<file path="src/rtl/scap_pkg.sv">
package scap_pkg;

    localparam int CHAN_W = 5;
    localparam int NCHAN  = 3;
    localparam int PIX_W  = CHAN_W * NCHAN + 1;
    localparam int COEF_W = 5;
    localparam int LINE_W = 8;
    localparam int BANK_W = 2;
    localparam int NBANK  = 1 << BANK_W;

    // Control word, LSB at the bottom of the list
    typedef struct packed {
        logic [BANK_W-1:0] dst_bank;
        logic [BANK_W-1:0] src_bank;
        logic [LINE_W-1:0] height;
        logic              wide;
        logic [COEF_W-1:0] wt_b;
        logic [COEF_W-1:0] wt_a;
        logic              b_is_fifo;
        logic              a_is_3d;
        logic [1:0]        mode;
        logic              enable;
    } cap_ctrl_t;

    localparam int CTRL_W = $bits(cap_ctrl_t);

    typedef enum logic [1:0] {
        CAP_IDLE  = 2'd0,
        CAP_RUN   = 2'd1,
        CAP_FLUSH = 2'd2
    } cap_state_t;

    localparam logic [1:0] MODE_A = 2'd0;
    localparam logic [1:0] MODE_B = 2'd1;

endpackage

</file>
<file path="src/rtl/scap_blend_lane.sv">
module scap_blend_lane
    import scap_pkg::*;
#(
    parameter int FRAC = 4
) (
    input  logic [CHAN_W-1:0] a_ch,
    input  logic [CHAN_W-1:0] b_ch,
    input  logic [COEF_W-1:0] wt_a,
    input  logic [COEF_W-1:0] wt_b,
    input  logic              a_opaque,
    output logic [CHAN_W-1:0] y
);
    localparam int PROD_W = CHAN_W + COEF_W;
    localparam int SUM_W  = PROD_W + 1;
    localparam logic [SUM_W-1:0] CH_MAX = SUM_W'((1 << CHAN_W) - 1);

    logic [PROD_W-1:0] term_a;
    logic [PROD_W-1:0] term_b;
    logic [SUM_W-1:0]  sum;
    logic [SUM_W-1:0]  scaled;

    always_comb begin
        term_a = '0;
        if (a_opaque && (wt_a != '0)) begin
            term_a = PROD_W'(a_ch) * PROD_W'(wt_a);
        end
        term_b = PROD_W'(b_ch) * PROD_W'(wt_b);
        sum    = SUM_W'(term_a) + SUM_W'(term_b);
        scaled = sum >> FRAC;
        y      = (scaled > CH_MAX) ? {CHAN_W{1'b1}} : scaled[CHAN_W-1:0];
    end

    // with both weights zero the channel must come out black
    always_comb begin
        if ((wt_a == '0) && (wt_b == '0)) begin
            a_r5_zero_weights: assert (y == '0);
        end
    end

    // a masked A term with no B weight leaves nothing
    always_comb begin
        if (!a_opaque && (wt_b == '0)) begin
            a_r6_masked_a: assert (y == '0);
        end
    end

endmodule

</file>
<file path="src/rtl/scap_pixel_path.sv">
module scap_pixel_path
    import scap_pkg::*;
(
    input  logic [1:0]        mode,
    input  logic              a_is_3d,
    input  logic [COEF_W-1:0] wt_a,
    input  logic [COEF_W-1:0] wt_b,
    input  logic              src_ok,
    input  logic [PIX_W-1:0]  scr_pix,
    input  logic [PIX_W-1:0]  td_pix,
    input  logic [PIX_W-1:0]  mem_pix,
    output logic [PIX_W-1:0]  pix
);
    logic [PIX_W-1:0] a_pix;
    logic [PIX_W-1:0] b_pix;
    logic [PIX_W-1:0] mix;
    logic             a_opaque;

    always_comb begin
        a_pix    = a_is_3d ? td_pix : scr_pix;
        b_pix    = src_ok ? mem_pix : '0;
        a_opaque = !a_is_3d || a_pix[PIX_W-1];
    end

    for (genvar c = 0; c < NCHAN; c++) begin : g_lane
        scap_blend_lane #(
            .FRAC (4)
        ) u_lane (
            .a_ch     (a_pix[c*CHAN_W +: CHAN_W]),
            .b_ch     (b_pix[c*CHAN_W +: CHAN_W]),
            .wt_a     (wt_a),
            .wt_b     (wt_b),
            .a_opaque (a_opaque),
            .y        (mix[c*CHAN_W +: CHAN_W])
        );
    end

    assign mix[PIX_W-1] = 1'b0;

    always_comb begin
        if (mode == MODE_A) begin
            pix = a_pix;
        end else if (mode == MODE_B) begin
            pix = b_pix;
        end else begin
            pix = mix;
        end
    end

endmodule

</file>
<file path="src/rtl/scap_addr_gen.sv">
module scap_addr_gen
    import scap_pkg::*;
#(
    parameter int ADDR_W        = 18,
    parameter int BANK_BYTES    = 32768,
    parameter int SRC_STRIDE    = 512,
    parameter int NARROW_STRIDE = 256,
    parameter int WIDE_STRIDE   = 512,
    parameter int X_W           = 8
) (
    input  logic [BANK_W-1:0] src_bank,
    input  logic [BANK_W-1:0] dst_bank,
    input  logic [LINE_W-1:0] line,
    input  logic [X_W-1:0]    x,
    input  logic              wide,
    output logic [ADDR_W-1:0] src_addr,
    output logic [ADDR_W-1:0] dst_addr
);
    localparam int PIX_BYTES = PIX_W / 8;

    logic [ADDR_W-1:0] dst_stride;
    logic [ADDR_W-1:0] x_ofs;

    always_comb begin
        dst_stride = wide ? ADDR_W'(WIDE_STRIDE) : ADDR_W'(NARROW_STRIDE);
        x_ofs      = ADDR_W'(x) * ADDR_W'(PIX_BYTES);
        src_addr   = ADDR_W'(src_bank) * ADDR_W'(BANK_BYTES)
                   + ADDR_W'(line) * ADDR_W'(SRC_STRIDE) + x_ofs;
        dst_addr   = ADDR_W'(dst_bank) * ADDR_W'(BANK_BYTES)
                   + ADDR_W'(line) * dst_stride + x_ofs;
    end

endmodule

</file>
<file path="src/rtl/line_capture_blender.sv">
module line_capture_blender
    import scap_pkg::*;
#(
    parameter int  WIDE_PIX   = 256,
    parameter int  NARROW_PIX = 128,
    parameter int  BANK_BYTES = 32768,
    parameter int  SRC_STRIDE = 512,
    parameter int  ADDR_W     = 18,
    localparam int X_W        = $clog2(WIDE_PIX)
) (
    input  logic              clk,
    input  logic              rst_n,
    input  logic              line_start,
    input  logic [LINE_W-1:0] line_idx,
    input  logic [CTRL_W-1:0] ctrl,
    input  logic [NBANK-1:0]  bank_mapped,
    input  logic [PIX_W-1:0]  a_screen_pix,
    input  logic [PIX_W-1:0]  a_3d_pix,
    input  logic [PIX_W-1:0]  b_mem_pix,
    output logic [X_W-1:0]    pix_x,
    output logic [ADDR_W-1:0] src_addr,
    output logic              wr_valid,
    output logic [ADDR_W-1:0] wr_addr,
    output logic [PIX_W-1:0]  wr_data,
    output logic              line_done
);
    localparam int PIX_BYTES     = PIX_W / 8;
    localparam int NARROW_STRIDE = NARROW_PIX * PIX_BYTES;
    localparam int WIDE_STRIDE   = WIDE_PIX * PIX_BYTES;
    localparam logic [X_W-1:0] LAST_WIDE   = X_W'(WIDE_PIX - 1);
    localparam logic [X_W-1:0] LAST_NARROW = X_W'(NARROW_PIX - 1);

    typedef struct packed {
        cap_state_t        st;
        cap_ctrl_t         cfg;
        logic [LINE_W-1:0] line;
        logic [X_W-1:0]    x;
        logic              dst_ok;
        logic              src_ok;
        logic              wr_v;
        logic [ADDR_W-1:0] wr_a;
        logic [PIX_W-1:0]  wr_d;
        logic              done;
    } ctx_t;

    ctx_t ctx_d, ctx_q;

    cap_ctrl_t         cfg_in;
    logic [ADDR_W-1:0] dst_addr;
    logic [PIX_W-1:0]  pix;
    logic [X_W-1:0]    last_x;
    logic              fifo_blocked;

    assign cfg_in = cap_ctrl_t'(ctrl);

    scap_addr_gen #(
        .ADDR_W        (ADDR_W),
        .BANK_BYTES    (BANK_BYTES),
        .SRC_STRIDE    (SRC_STRIDE),
        .NARROW_STRIDE (NARROW_STRIDE),
        .WIDE_STRIDE   (WIDE_STRIDE),
        .X_W           (X_W)
    ) u_addr (
        .src_bank (ctx_q.cfg.src_bank),
        .dst_bank (ctx_q.cfg.dst_bank),
        .line     (ctx_q.line),
        .x        (ctx_q.x),
        .wide     (ctx_q.cfg.wide),
        .src_addr (src_addr),
        .dst_addr (dst_addr)
    );

    scap_pixel_path u_pix (
        .mode    (ctx_q.cfg.mode),
        .a_is_3d (ctx_q.cfg.a_is_3d),
        .wt_a    (ctx_q.cfg.wt_a),
        .wt_b    (ctx_q.cfg.wt_b),
        .src_ok  (ctx_q.src_ok),
        .scr_pix (a_screen_pix),
        .td_pix  (a_3d_pix),
        .mem_pix (b_mem_pix),
        .pix     (pix)
    );

    always_comb begin
        ctx_d        = ctx_q;
        ctx_d.wr_v   = 1'b0;
        ctx_d.done   = 1'b0;
        last_x       = ctx_q.cfg.wide ? LAST_WIDE : LAST_NARROW;
        fifo_blocked = (cfg_in.mode != MODE_A) && cfg_in.b_is_fifo;
        case (ctx_q.st)
            CAP_IDLE: begin
                if (line_start && cfg_in.enable && (line_idx < cfg_in.height)) begin
                    ctx_d.st     = CAP_RUN;
                    ctx_d.cfg    = cfg_in;
                    ctx_d.line   = line_idx;
                    ctx_d.x      = '0;
                    ctx_d.dst_ok = bank_mapped[cfg_in.dst_bank] && !fifo_blocked;
                    ctx_d.src_ok = bank_mapped[cfg_in.src_bank];
                end
            end
            CAP_RUN: begin
                ctx_d.wr_v = ctx_q.dst_ok;
                ctx_d.wr_a = dst_addr;
                ctx_d.wr_d = pix;
                if (ctx_q.x == last_x) begin
                    ctx_d.st = CAP_FLUSH;
                end else begin
                    ctx_d.x = ctx_q.x + 1'b1;
                end
            end
            CAP_FLUSH: begin
                ctx_d.done = 1'b1;
                ctx_d.st   = CAP_IDLE;
            end
            default: ctx_d.st = CAP_IDLE;
        endcase
    end

    always_ff @(posedge clk) begin
        if (!rst_n) begin
            ctx_q <= '0;
        end else begin
            ctx_q <= ctx_d;
        end
    end

    assign pix_x     = ctx_q.x;
    assign wr_valid  = ctx_q.wr_v;
    assign wr_addr   = ctx_q.wr_a;
    assign wr_data   = ctx_q.wr_d;
    assign line_done = ctx_q.done;

    // the done pulse never coincides with a write
    a_r10_done_after_writes: assert property (@(posedge clk) disable iff (!rst_n)
        line_done |-> !wr_valid);

    // back-to-back writes step one pixel forward
    a_r10_step_two_bytes: assert property (@(posedge clk) disable iff (!rst_n)
        (wr_valid && $past(wr_valid)) |-> (wr_addr == $past(wr_addr) + ADDR_W'(PIX_BYTES)));

    // only lines under the configured count write
    a_r2_line_in_range: assert property (@(posedge clk) disable iff (!rst_n)
        wr_valid |-> (ctx_q.line < ctx_q.cfg.height));

    // only enabled lines write
    a_r1_enabled_only: assert property (@(posedge clk) disable iff (!rst_n)
        wr_valid |-> ctx_q.cfg.enable);

    // mixed pixels leave the alpha bit clear
    a_r5_alpha_clear: assert property (@(posedge clk) disable iff (!rst_n)
        (wr_valid && ctx_q.cfg.mode[1]) |-> !wr_data[PIX_W-1]);

    // a FIFO-fed B source never reaches memory
    a_r9_fifo_silent: assert property (@(posedge clk) disable iff (!rst_n)
        (wr_valid && (ctx_q.cfg.mode != MODE_A)) |-> !ctx_q.cfg.b_is_fifo);

    // writes land only in a bank flagged as mapped
    a_r8_dest_mapped: assert property (@(posedge clk) disable iff (!rst_n)
        wr_valid |-> bank_mapped[ctx_q.cfg.dst_bank]);

endmodule

</file>
<file path="config.mk">
export PLATFORM = sky130hd
export DESIGN_NAME = line_capture_blender
export DESIGN_NICKNAME = d
export VERILOG_FILES = /design/src/rtl/scap_pkg.sv /design/src/rtl/scap_blend_lane.sv /design/src/rtl/scap_pixel_path.sv /design/src/rtl/scap_addr_gen.sv /design/src/rtl/line_capture_blender.sv
export SDC_FILE = /design/constraint.sdc
export NUM_CORES = 1
export LEC_CHECK = 0
export BUFFER_PORTS_ARGS = -buffer_cell sky130_fd_sc_hd__buf_2
export CAP_MARGIN = 30
export CORE_ASPECT_RATIO = 1.1
export CORE_UTILIZATION = 60
export CTS_CLUSTER_SIZE = 40
export DETAILED_ROUTE_END_ITERATION = 8
export GPL_TIMING_DRIVEN = 1
export PLACE_DENSITY = 0.81
export SLEW_MARGIN = 20
export SYNTH_ARGS = -nofsm -noshare
export SYNTH_HDL_FRONTEND = slang
export SYNTH_HIERARCHICAL = 1
export SYNTH_SLANG_ARGS = --single-unit
</file>
<file path="constraint.sdc">
create_clock -name clk -period 9 [get_ports clk]
set_input_delay 1.35 -clock clk [delete_from_list [all_inputs] [get_ports clk]]
set_output_delay 1.35 -clock clk [all_outputs]
set_load 0.03 [all_outputs]
</file>
==> results of run 1 <==
==> registers in the layout, indices dropped and copies added (netlist names) <==
register / cells
ctx_q: 30
wr_addr: 18
wr_data: 16
pix_x: 8
line_done: 1
wr_valid: 1
==> cell usage in the layout (no fill, tap or decap), drive strengths merged, types with 5 or more instances in the layout <==
cell type	synthesis	layout
a211oi	7	7
xnor2	24	24
buf	79	162
mux2i	31	31
conb	1	5
ha	132	132
o21ai	50	50
nand2	177	177
mux2	19	19
nor2	31	31
dfxtp	74	74
nand4	10	10
a21o	7	7
nor2b	13	13
o21a	13	13
a31oi	9	9
xor2	11	11
nand3	35	35
inv	146	148
o22ai	5	5
fa	79	79
or2	5	5
nor3	24	24
clkbuf	21	11
nand2b	13	13
and2	97	97
a21oi	84	84
==> routing by layer <==
metal | global-route usage | vias to the layer above | share of wire
li1 | - | 4132 | -
met1 | 0.375 | 4184 | 0.44
met2 | 0.493 | 322 | 0.48
met3 | 0.0357 | 37 | 0.060
met4 | 0.0942 | 0 | 0.025
met5 | 0 | - | 0
==> stage by stage <==
stage               worst slack (ns)  cells
detailed placement              1.46   1495
global route                    1.41   1515
finish                          1.77   1515
global placement                1.49   1492
CTS                             1.69   1511
floorplan                       1.97   1232
==> kinds of logic (layout without fill, tap and decap cells) <==
kind of cell               after synthesis  after routing  synth area share
muxes                                   52             52            0.0592
buffers and inverters                  246            324             0.121
AOI/OAI and AO/OA                      189            189             0.115
adders and majority gates              211            211             0.321
other                                    1              6          0.000373
DFF                                     74             74             0.147
and+or+nand+nor                        420            420             0.206
xor gates and xnor gates                35             35            0.0305
==> final timing paths <==
kind,startpoint,to,cells past startpoint
setup / recovery,a_3d_pix[12],wr_data[13],27
hold / removal,wr_addr[4],wr_addr[4],2
setup reg to reg,ctx_q[57],wr_data[13],27
hold reg to reg,wr_addr[4],wr_addr[4],2
==> power groups by stage <==
| stage | sequential, µW | combinational (µW) | clock, µW |
|---|---|---|---|
| floorplan | 357 | 181 | 0 |
| global placement | 367 | 231 | 0 |
| detailed placement | 366 | 239 | 0 |
| CTS | 359 | 242 | 384 |
| global route | 360 | 274 | 398 |
| finish | 358 | 248 | 382 |
==> cell type report <==
type / instances / area (µm²)
Antenna cell: 1 / 2.50
Clock buffer: 11 / 253
Clock inverter: 5 / 60.1
Fill cell: 1333 / 5490
Inverter: 146 / 548
Multi-Input combinational cell: 912 / 7390
Sequential cell: 74 / 1480
Tap cell: 204 / 255
Timing Repair Buffer: 162 / 890
==> critical path: stages <==
cell                       delay (ns)
sky130_fd_sc_hd__buf_2           0.09
sky130_fd_sc_hd__mux2_2          0.34
sky130_fd_sc_hd__nand2_1         0.11
sky130_fd_sc_hd__fa_1            0.44
sky130_fd_sc_hd__fa_1            0.55
sky130_fd_sc_hd__inv_1           0.06
sky130_fd_sc_hd__fa_1            0.47
sky130_fd_sc_hd__ha_1            0.35
sky130_fd_sc_hd__a21oi_2         0.17
sky130_fd_sc_hd__xor2_1          0.16
sky130_fd_sc_hd__nor2_1          0.06
sky130_fd_sc_hd__ha_1            0.29
sky130_fd_sc_hd__inv_1           0.05
sky130_fd_sc_hd__fa_1            0.40
sky130_fd_sc_hd__fa_1            0.53
sky130_fd_sc_hd__inv_1           0.05
sky130_fd_sc_hd__ha_1            0.35
sky130_fd_sc_hd__a21oi_1         0.17
sky130_fd_sc_hd__nor2_1          0.05
sky130_fd_sc_hd__a211oi_1        0.25
sky130_fd_sc_hd__o21ai_2         0.10
sky130_fd_sc_hd__mux2i_1         0.31
sky130_fd_sc_hd__or2_1           0.16
sky130_fd_sc_hd__inv_1           0.03
sky130_fd_sc_hd__a221oi_1        0.37
sky130_fd_sc_hd__nand2_1         0.10
sky130_fd_sc_hd__a21oi_1         0.12
==> impl_metrics.prom, run 1 <==
# TYPE chip_impl_metric gauge
chip_impl_info{name="status",value="complete, but fails checks"} 1
chip_impl_info{name="violations",value="design-rule violations"} 1
chip_impl_metric{name="first_global_vias",unit=""} 8387
chip_impl_metric{name="synth.lib_cells_used.distinct",unit=""} 59
chip_impl_metric{name="layout.nets",unit=""} 1607
chip_impl_metric{name="post-cts-setup-buffer-count",unit=""} 0
chip_impl_info{name="synthTopCellsByArea",value="sky130_fd_sc_hd__ha_1 16%, sky130_fd_sc_hd__fa_1 16%, sky130_fd_sc_hd__dfxtp_1 15%"} 1
chip_impl_metric{name="post-layout-total-power",unit="µW"} 988
chip_impl_metric{name="crit_fanout",unit=""} 6
chip_impl_metric{name="globalRoute.totalOverflow",unit=""} 0
chip_impl_info{name="synth_top_cells_by_count",value="177 x sky130_fd_sc_hd__nand2_1, 145 x sky130_fd_sc_hd__inv_1, 132 x sky130_fd_sc_hd__ha_1"} 1
chip_impl_metric{name="layout-drive-gt1-share",unit=""} 0.177
chip_impl_metric{name="ant_nets",unit=""} 0
chip_impl_metric{name="syn-instance-count",unit=""} 1228
chip_impl_metric{name="syn_area",unit="µm²"} 10100
chip_impl_metric{name="grt_first_pass_wirelength",unit="µm"} 39800
chip_impl_metric{name="final_area",unit="µm²"} 10900
chip_impl_metric{name="clock_skew",unit="ns"} 0.00828
chip_impl_metric{name="core_ar",unit="µm²"} 16400
chip_impl_info{name="start_kind",value="primary input"} 1
chip_impl_metric{name="timing.slew.headroom",unit=""} 0.441
chip_impl_metric{name="setup_violations_final",unit=""} 0
chip_impl_metric{name="port-buffer-count",unit=""} 151
chip_impl_info{name="post-synth-top-count-cell",value="sky130_fd_sc_hd__nand2_1"} 1
chip_impl_info{name="dominantRegCellSynth",value="sky130_fd_sc_hd__dfxtp_1"} 1
chip_impl_metric{name="clockPowerShare",unit=""} 0.386
chip_impl_metric{name="wl_per_cell",unit="µm"} 16.0
chip_impl_metric{name="effective_utilization_at_floorplan",unit=""} 0.615
chip_impl_metric{name="hpwl",unit="µm"} 18200
chip_impl_metric{name="cts_buffers",unit=""} 9
chip_impl_metric{name="clock_latency_on_the_worst_skew_pair",unit="ns"} 0.34
chip_impl_metric{name="final_hold_viol_count",unit=""} 0
chip_impl_metric{name="antenna_found_initial",unit=""} 1
chip_impl_metric{name="drc",unit=""} 7
chip_impl_metric{name="tritoncts_num_sinks",unit=""} 74
chip_impl_metric{name="vdd.ir_drop.worst",unit="mV"} 0.102
chip_impl_metric{name="final_max_slew_viol_count",unit=""} 0
chip_impl_info{name="synth.largest_area_cell",value="sky130_fd_sc_hd__ha_1"} 1
chip_impl_metric{name="combinationalPowerShare",unit=""} 0.251
chip_impl_metric{name="power_switching",unit="µW"} 319
chip_impl_metric{name="cp.required",unit="ns"} 9.26
chip_impl_metric{name="cellLeakagePower",unit="µW"} 0.00538
chip_impl_metric{name="postCtsHoldBufs",unit=""} 0
chip_impl_metric{name="reg2reg_setup_slack",unit="ns"} 1.86
chip_impl_metric{name="final_core_util",unit=""} 0.665
chip_impl_info{name="hold_class",value="flip-flop to flip-flop"} 1
chip_impl_metric{name="detail_route.iter0.violations",unit=""} 469
chip_impl_metric{name="max_cap_violations",unit=""} 0
chip_impl_metric{name="num_rows",unit=""} 49
chip_impl_metric{name="synth_edf_count",unit=""} 0
chip_impl_metric{name="switching_share",unit=""} 0.323
chip_impl_metric{name="gpl.final_weighted_congestion",unit=""} 0.875
chip_impl_metric{name="ctsHtreeMaxLevel",unit=""} 3
chip_impl_metric{name="synth_seq_cells",unit=""} 74
chip_impl_metric{name="top_area_cell_type_share_of_the_netlist_area",unit=""} 0.164
chip_impl_metric{name="postPlaceCellArea",unit="µm²"} 10500
chip_impl_metric{name="share_seq_of_total_power",unit=""} 0.363
chip_impl_metric{name="cts.reportedPaths.clkPinSlew",unit="ns"} 0.06
chip_impl_metric{name="die-width",unit="µm"} 125
chip_impl_info{name="setup_repair_after_global_routing_missed_its_margin",value="no"} 1
chip_impl_metric{name="whs",unit="ns"} 0.450
chip_impl_metric{name="internal_power",unit="µW"} 669
chip_impl_info{name="tritoncts",value="yes"} 1
chip_impl_metric{name="timing.fmax",unit="MHz"} 138
chip_impl_metric{name="postSynthAreaPerCell",unit="µm²"} 8.20
chip_impl_metric{name="via_density_per_instance",unit=""} 5.73
chip_impl_metric{name="firstDrtPassIters",unit=""} 8
chip_impl_metric{name="grt_start_max_net_pins",unit=""} 42
chip_impl_metric{name="setup_tns_after_final_layout",unit="ns"} 0
chip_impl_metric{name="vias_after_detailed_routing",unit=""} 8675
chip_impl_metric{name="period_minus_slack",unit="ns"} 7.23
chip_impl_metric{name="postRouteWirelength",unit="µm"} 24200
chip_impl_info{name="worstSetupEndpointType",value="flip-flop"} 1
chip_impl_metric{name="power.density",unit="nW/µm²"} 90.8
chip_impl_metric{name="dieHeight",unit="µm"} 138
chip_impl_metric{name="worst_margin_slew",unit="ns"} 0.837
chip_impl_metric{name="design.portCount",unit=""} 153
chip_impl_metric{name="track_usage",unit=""} 0.287
chip_impl_metric{name="post_cts.resized_instances",unit=""} 0
chip_impl_metric{name="ys_async_sr_fraction",unit=""} 0
chip_impl_info{name="cts_root_buf",value="sky130_fd_sc_hd__clkbuf_16"} 1
chip_impl_info{name="worst_path_class_setup",value="primary input to flip-flop"} 1
chip_impl_metric{name="dieArea",unit="µm²"} 17300
chip_impl_metric{name="area.growth.synth_to_final",unit="%"} 8.10
chip_impl_metric{name="sequential_area_share_after_synthesis",unit=""} 0.147
chip_impl_metric{name="cp_data_arrival_time",unit="ns"} 7.49
chip_impl_metric{name="min_period_over_period",unit=""} 0.803
chip_impl_metric{name="cts.path.max_buffers",unit=""} 2
chip_impl_metric{name="ys_warn_count",unit=""} 6
No activity file was read; power rests on OpenSTA's default activity.
==> inputs of run 2 (changes only) <==
--- a/config.mk
+++ b/config.mk
@@ -5,6 +5,7 @@
 export SDC_FILE = /design/constraint.sdc
 export NUM_CORES = 1
 export LEC_CHECK = 0
+export ABC_AREA = 1
 export BUFFER_PORTS_ARGS = -buffer_cell sky130_fd_sc_hd__buf_2
 export CAP_MARGIN = 30
 export CORE_ASPECT_RATIO = 1.1
@@ -12,7 +13,7 @@
 export CTS_CLUSTER_SIZE = 40
 export DETAILED_ROUTE_END_ITERATION = 8
 export GPL_TIMING_DRIVEN = 1
-export PLACE_DENSITY = 0.81
+export PLACE_DENSITY = 0.8
 export SLEW_MARGIN = 20
 export SYNTH_ARGS = -nofsm -noshare
 export SYNTH_HDL_FRONTEND = slang
==> constraint.sdc (replaced) <==
create_clock -name clk -period 6.75 [get_ports clk]
set_input_delay 1.0125 -clock clk [delete_from_list [all_inputs] [get_ports clk]]
set_output_delay 1.0125 -clock clk [all_outputs]
set_load 0.03 [all_outputs]
==> impl_metrics.prom, run 2 <==
# TYPE chip_impl_metric gauge
chip_impl_metric{name="final_max_slew_viol_count",unit=""} 0
chip_impl_metric{name="timing.slew.headroom",unit=""} 0.363
chip_impl_info{name="dominantRegCellSynth",value="sky130_fd_sc_hd__dfxtp_1"} 1
chip_impl_metric{name="largest_register_ffs",unit=""} 30
chip_impl_metric{name="setup_violations_final",unit=""} 0
chip_impl_metric{name="wl_per_cell",unit="µm"} 14.2
chip_impl_metric{name="cp_slowest_stage_delay",unit="ns"} 0.55
chip_impl_metric{name="ant_nets",unit=""} 0
chip_impl_metric{name="drc",unit=""} 0
chip_impl_info{name="path_common_cell",value="sky130_fd_sc_hd__nand2_1"} 1
chip_impl_metric{name="worst_margin_slew",unit="ns"} 0.954
chip_impl_metric{name="syn-instance-count",unit=""} 1621
chip_impl_metric{name="switching_share",unit=""} 0.384
chip_impl_info{name="min-delay-start",value="ctx_q[82]"} 1
chip_impl_metric{name="cellLeakagePower",unit="µW"} 0.00727
chip_impl_info{name="cts_root_buf",value="sky130_fd_sc_hd__clkbuf_16"} 1
chip_impl_metric{name="ys_async_sr_fraction",unit=""} 0
chip_impl_metric{name="layout.nets",unit=""} 2032
chip_impl_metric{name="min_period_over_period",unit=""} 0.954
chip_impl_metric{name="design.portCount",unit=""} 153
chip_impl_info{name="tritoncts",value="yes"} 1
chip_impl_metric{name="area.sequential",unit="µm²"} 1480
chip_impl_metric{name="xor_and_xnor_fraction_of_the_mapped_netlist_area",unit=""} 0.0121
chip_impl_info{name="status",value="completed"} 1
chip_impl_info{name="hold_class",value="flip-flop to flip-flop"} 1
chip_impl_metric{name="combinationalPowerShare",unit=""} 0.366
chip_impl_metric{name="track_usage",unit=""} 0.310
chip_impl_metric{name="power_switching",unit="µW"} 632
chip_impl_metric{name="cts.path.max_buffers",unit=""} 2
chip_impl_metric{name="die-width",unit="µm"} 130
chip_impl_metric{name="effective_utilization_at_floorplan",unit=""} 0.613
chip_impl_metric{name="final_hold_viol_count",unit=""} 0
chip_impl_metric{name="core_ar",unit="µm²"} 17700
chip_impl_metric{name="power.density",unit="nW/µm²"} 137
chip_impl_metric{name="muxShareOfSynthArea",unit=""} 0
chip_impl_metric{name="clock_latency_on_the_worst_skew_pair",unit="ns"} 0.35
chip_impl_metric{name="cp_data_arrival_time",unit="ns"} 6.69
chip_impl_metric{name="dieHeight",unit="µm"} 143
chip_impl_metric{name="tritoncts_num_sinks",unit=""} 74
chip_impl_info{name="worst_path_max_delay_cell",value="sky130_fd_sc_hd__fa_1"} 1
chip_impl_info{name="worstSetupEndpointType",value="flip-flop"} 1
chip_impl_metric{name="post-layout-total-power",unit="µW"} 1650
chip_impl_info{name="synth_top_cells_by_count",value="373 x sky130_fd_sc_hd__nand2_1, 312 x sky130_fd_sc_hd__inv_1, 181 x sky130_fd_sc_hd__nor2_1"} 1
chip_impl_metric{name="layout-drive-gt1-share",unit=""} 0.173
chip_impl_info{name="final_cell_mix",value="373 x sky130_fd_sc_hd__nand2_1, 312 x sky130_fd_sc_hd__inv_1, 181 x sky130_fd_sc_hd__nor2_1"} 1
chip_impl_metric{name="setup_tns_after_final_layout",unit="ns"} 0
chip_impl_metric{name="dieArea",unit="µm²"} 18600
chip_impl_metric{name="sequential_area_share_after_synthesis",unit=""} 0.137
chip_impl_info{name="critical_path.top_delay_family",value="adder cells"} 1
chip_impl_metric{name="period_minus_slack",unit="ns"} 6.44
chip_impl_metric{name="share_seq_of_total_power",unit=""} 0.309
chip_impl_metric{name="top_area_cell_type_share_of_the_netlist_area",unit=""} 0.152
chip_impl_metric{name="synth.lib_cells_used.distinct",unit=""} 42
chip_impl_metric{name="hpwl",unit="µm"} 21100
chip_impl_info{name="synth.largest_area_cell",value="sky130_fd_sc_hd__ha_1"} 1
chip_impl_metric{name="antenna_found_initial",unit=""} 2
chip_impl_metric{name="nFillCells",unit=""} 1480
chip_impl_metric{name="postRouteWirelength",unit="µm"} 28100
chip_impl_metric{name="firstDrtPassIters",unit=""} 5
chip_impl_metric{name="cp.required",unit="ns"} 7.00
chip_impl_info{name="critical_path.endpoint",value="wr_data[9]"} 1
chip_impl_info{name="start_kind",value="primary input"} 1
chip_impl_metric{name="vias_after_detailed_routing",unit=""} 10300
chip_impl_metric{name="via_density_per_instance",unit=""} 5.20
chip_impl_info{name="mostFrequentLayoutCell",value="sky130_fd_sc_hd__nand2_1"} 1
chip_impl_metric{name="gpl.final_weighted_congestion",unit=""} 0.931
chip_impl_info{name="regToRegEndpoint",value="wr_data[9]"} 1
chip_impl_metric{name="first_global_vias",unit=""} 9681
chip_impl_metric{name="reg2reg_setup_slack",unit="ns"} 0.47
chip_impl_metric{name="multi_input_comb_area",unit="µm²"} 7570
chip_impl_metric{name="cts.reportedPaths.clkPinSlew",unit="ns"} 0.07
chip_impl_metric{name="reg2regPathDepth",unit=""} 35
chip_impl_metric{name="detail_route.iter0.violations",unit=""} 683
chip_impl_metric{name="max_cap_violations",unit=""} 0
chip_impl_metric{name="globalRoute.totalOverflow",unit=""} 0
chip_impl_metric{name="worst-path-buf-inv",unit=""} 7
chip_impl_metric{name="synth_simple_gate_area_share",unit=""} 0.290
chip_impl_metric{name="area.growth.synth_to_final",unit="%"} 10.6
chip_impl_metric{name="timing.fmax",unit="MHz"} 155
chip_impl_metric{name="crit_fanout",unit=""} 5
chip_impl_info{name="post-synth-top-count-cell",value="sky130_fd_sc_hd__nand2_1"} 1
chip_impl_metric{name="syn_area",unit="µm²"} 10800
chip_impl_metric{name="cts_buffers",unit=""} 9
chip_impl_metric{name="ctsHtreeMaxLevel",unit=""} 3
chip_impl_metric{name="ys_warn_count",unit=""} 6
chip_impl_info{name="synthTopCellsByArea",value="sky130_fd_sc_hd__ha_1 15%, sky130_fd_sc_hd__fa_1 15%, sky130_fd_sc_hd__dfxtp_1 14%"} 1
chip_impl_metric{name="synth_seq_cells",unit=""} 74
chip_impl_metric{name="num_rows",unit=""} 51
chip_impl_info{name="synth_top_family_by_area",value="adder cells"} 1
chip_impl_info{name="setup.worst_path.start",value="a_3d_pix[6]"} 1
chip_impl_metric{name="grt_start_max_net_pins",unit=""} 49
chip_impl_info{name="largest-register",value="ctx_q"} 1
chip_impl_metric{name="synth_compound_gate_area_share",unit=""} 0.0831
chip_impl_info{name="reg2reg_from",value="ctx_q[57]"} 1
chip_impl_metric{name="vdd.ir_drop.worst",unit="mV"} 0.198
chip_impl_metric{name="clock_skew",unit="ns"} 0.0177
chip_impl_metric{name="postSynthAreaPerCell",unit="µm²"} 6.68
chip_impl_info{name="worst_path_class_setup",value="primary input to flip-flop"} 1
chip_impl_metric{name="grt_first_pass_wirelength",unit="µm"} 45200
chip_impl_metric{name="adder_cell_share_of_the_synthesized_area",unit=""} 0.298
chip_impl_metric{name="internal_power",unit="µW"} 1010
chip_impl_metric{name="port-buffer-count",unit=""} 151
chip_impl_metric{name="synth_edf_count",unit=""} 0
chip_impl_metric{name="clockPowerShare",unit=""} 0.325
chip_impl_metric{name="worstSetupPathDepth",unit=""} 33
chip_impl_metric{name="final_core_util",unit=""} 0.678
run 2: final cells by class:
class,instances,area share
Timing Repair Buffer,192,0.0914
Inverter,325,0.102
Clock inverter,6,0.00751
Clock buffer,9,0.0188
Sequential cell,74,0.124
Antenna cell,2,0.000417
Tap cell,238,0.0248
Multi-Input combinational cell,1128,0.631
run 2: layer usage:
layer | part of all wire | routed length (µm) | global-route usage
met1 | 0.40 | 11300 | 0.362
met2 | 0.49 | 13800 | 0.546
met3 | 0.066 | 1860 | 0.0551
met4 | 0.036 | 1020 | 0.142
met5 | 0 | 0 | 0
run 2: how the worst min path moves through the flow:
stage                            to  slack (ns)  cells past startpoint
after global routing      line_done        0.47                      1
after detailed placement  line_done        0.44                      1
final                     line_done        0.45                      1
after global placement    line_done        0.45                      1
after CTS                 line_done        0.46                      1
after floorplan           line_done        0.42                      1
run 2: kinds of logic (layout without fill, tap and decap cells):
| logic type | Yosys count | after routing |
|---|---|---|
| xor gates and xnor gates | 15 | 15 |
| buffers and inverters | 423 | 532 |
| adders and majority gates | 211 | 211 |
| AOI/OAI and AO/OA | 164 | 164 |
| other | 1 | 7 |
| and+or+nand+nor | 733 | 733 |
| DFF | 74 | 74 |
run 2: through the flow:
stage	hold WS [ns]	instance area, µm²	worst slack, ns	std cells
CTS	0.456	11800	0.226	1971
finish	0.451	12000	0.310	1974
detailed placement	0.441	11500	-0.144	1956
floorplan	0.424	10900	0.296	1625
global placement	0.446	11500	-0.0632	1955
global route	0.467	12000	-0.0309	1972
run 2: timing repair:
action                                  4_1_cts  5_1_grt
gates resized for setup                       0       24
buffers inserted                              0        1
hold endpoints to repair                      0        0
hold buffers                                  0        0
endpoints found under the setup margin        0       15
run 2: power by group through the flow:
stage | Clock, µW | Sequential, µW | Combinational [µW]
6_report | 535 | 509 | 602
3_3_place_gp | 0 | 517 | 560
2_1_floorplan | 0 | 501 | 436
3_5_place_dp | 0 | 517 | 577
5_1_grt | 556 | 513 | 676
4_1_cts | 543 | 508 | 582
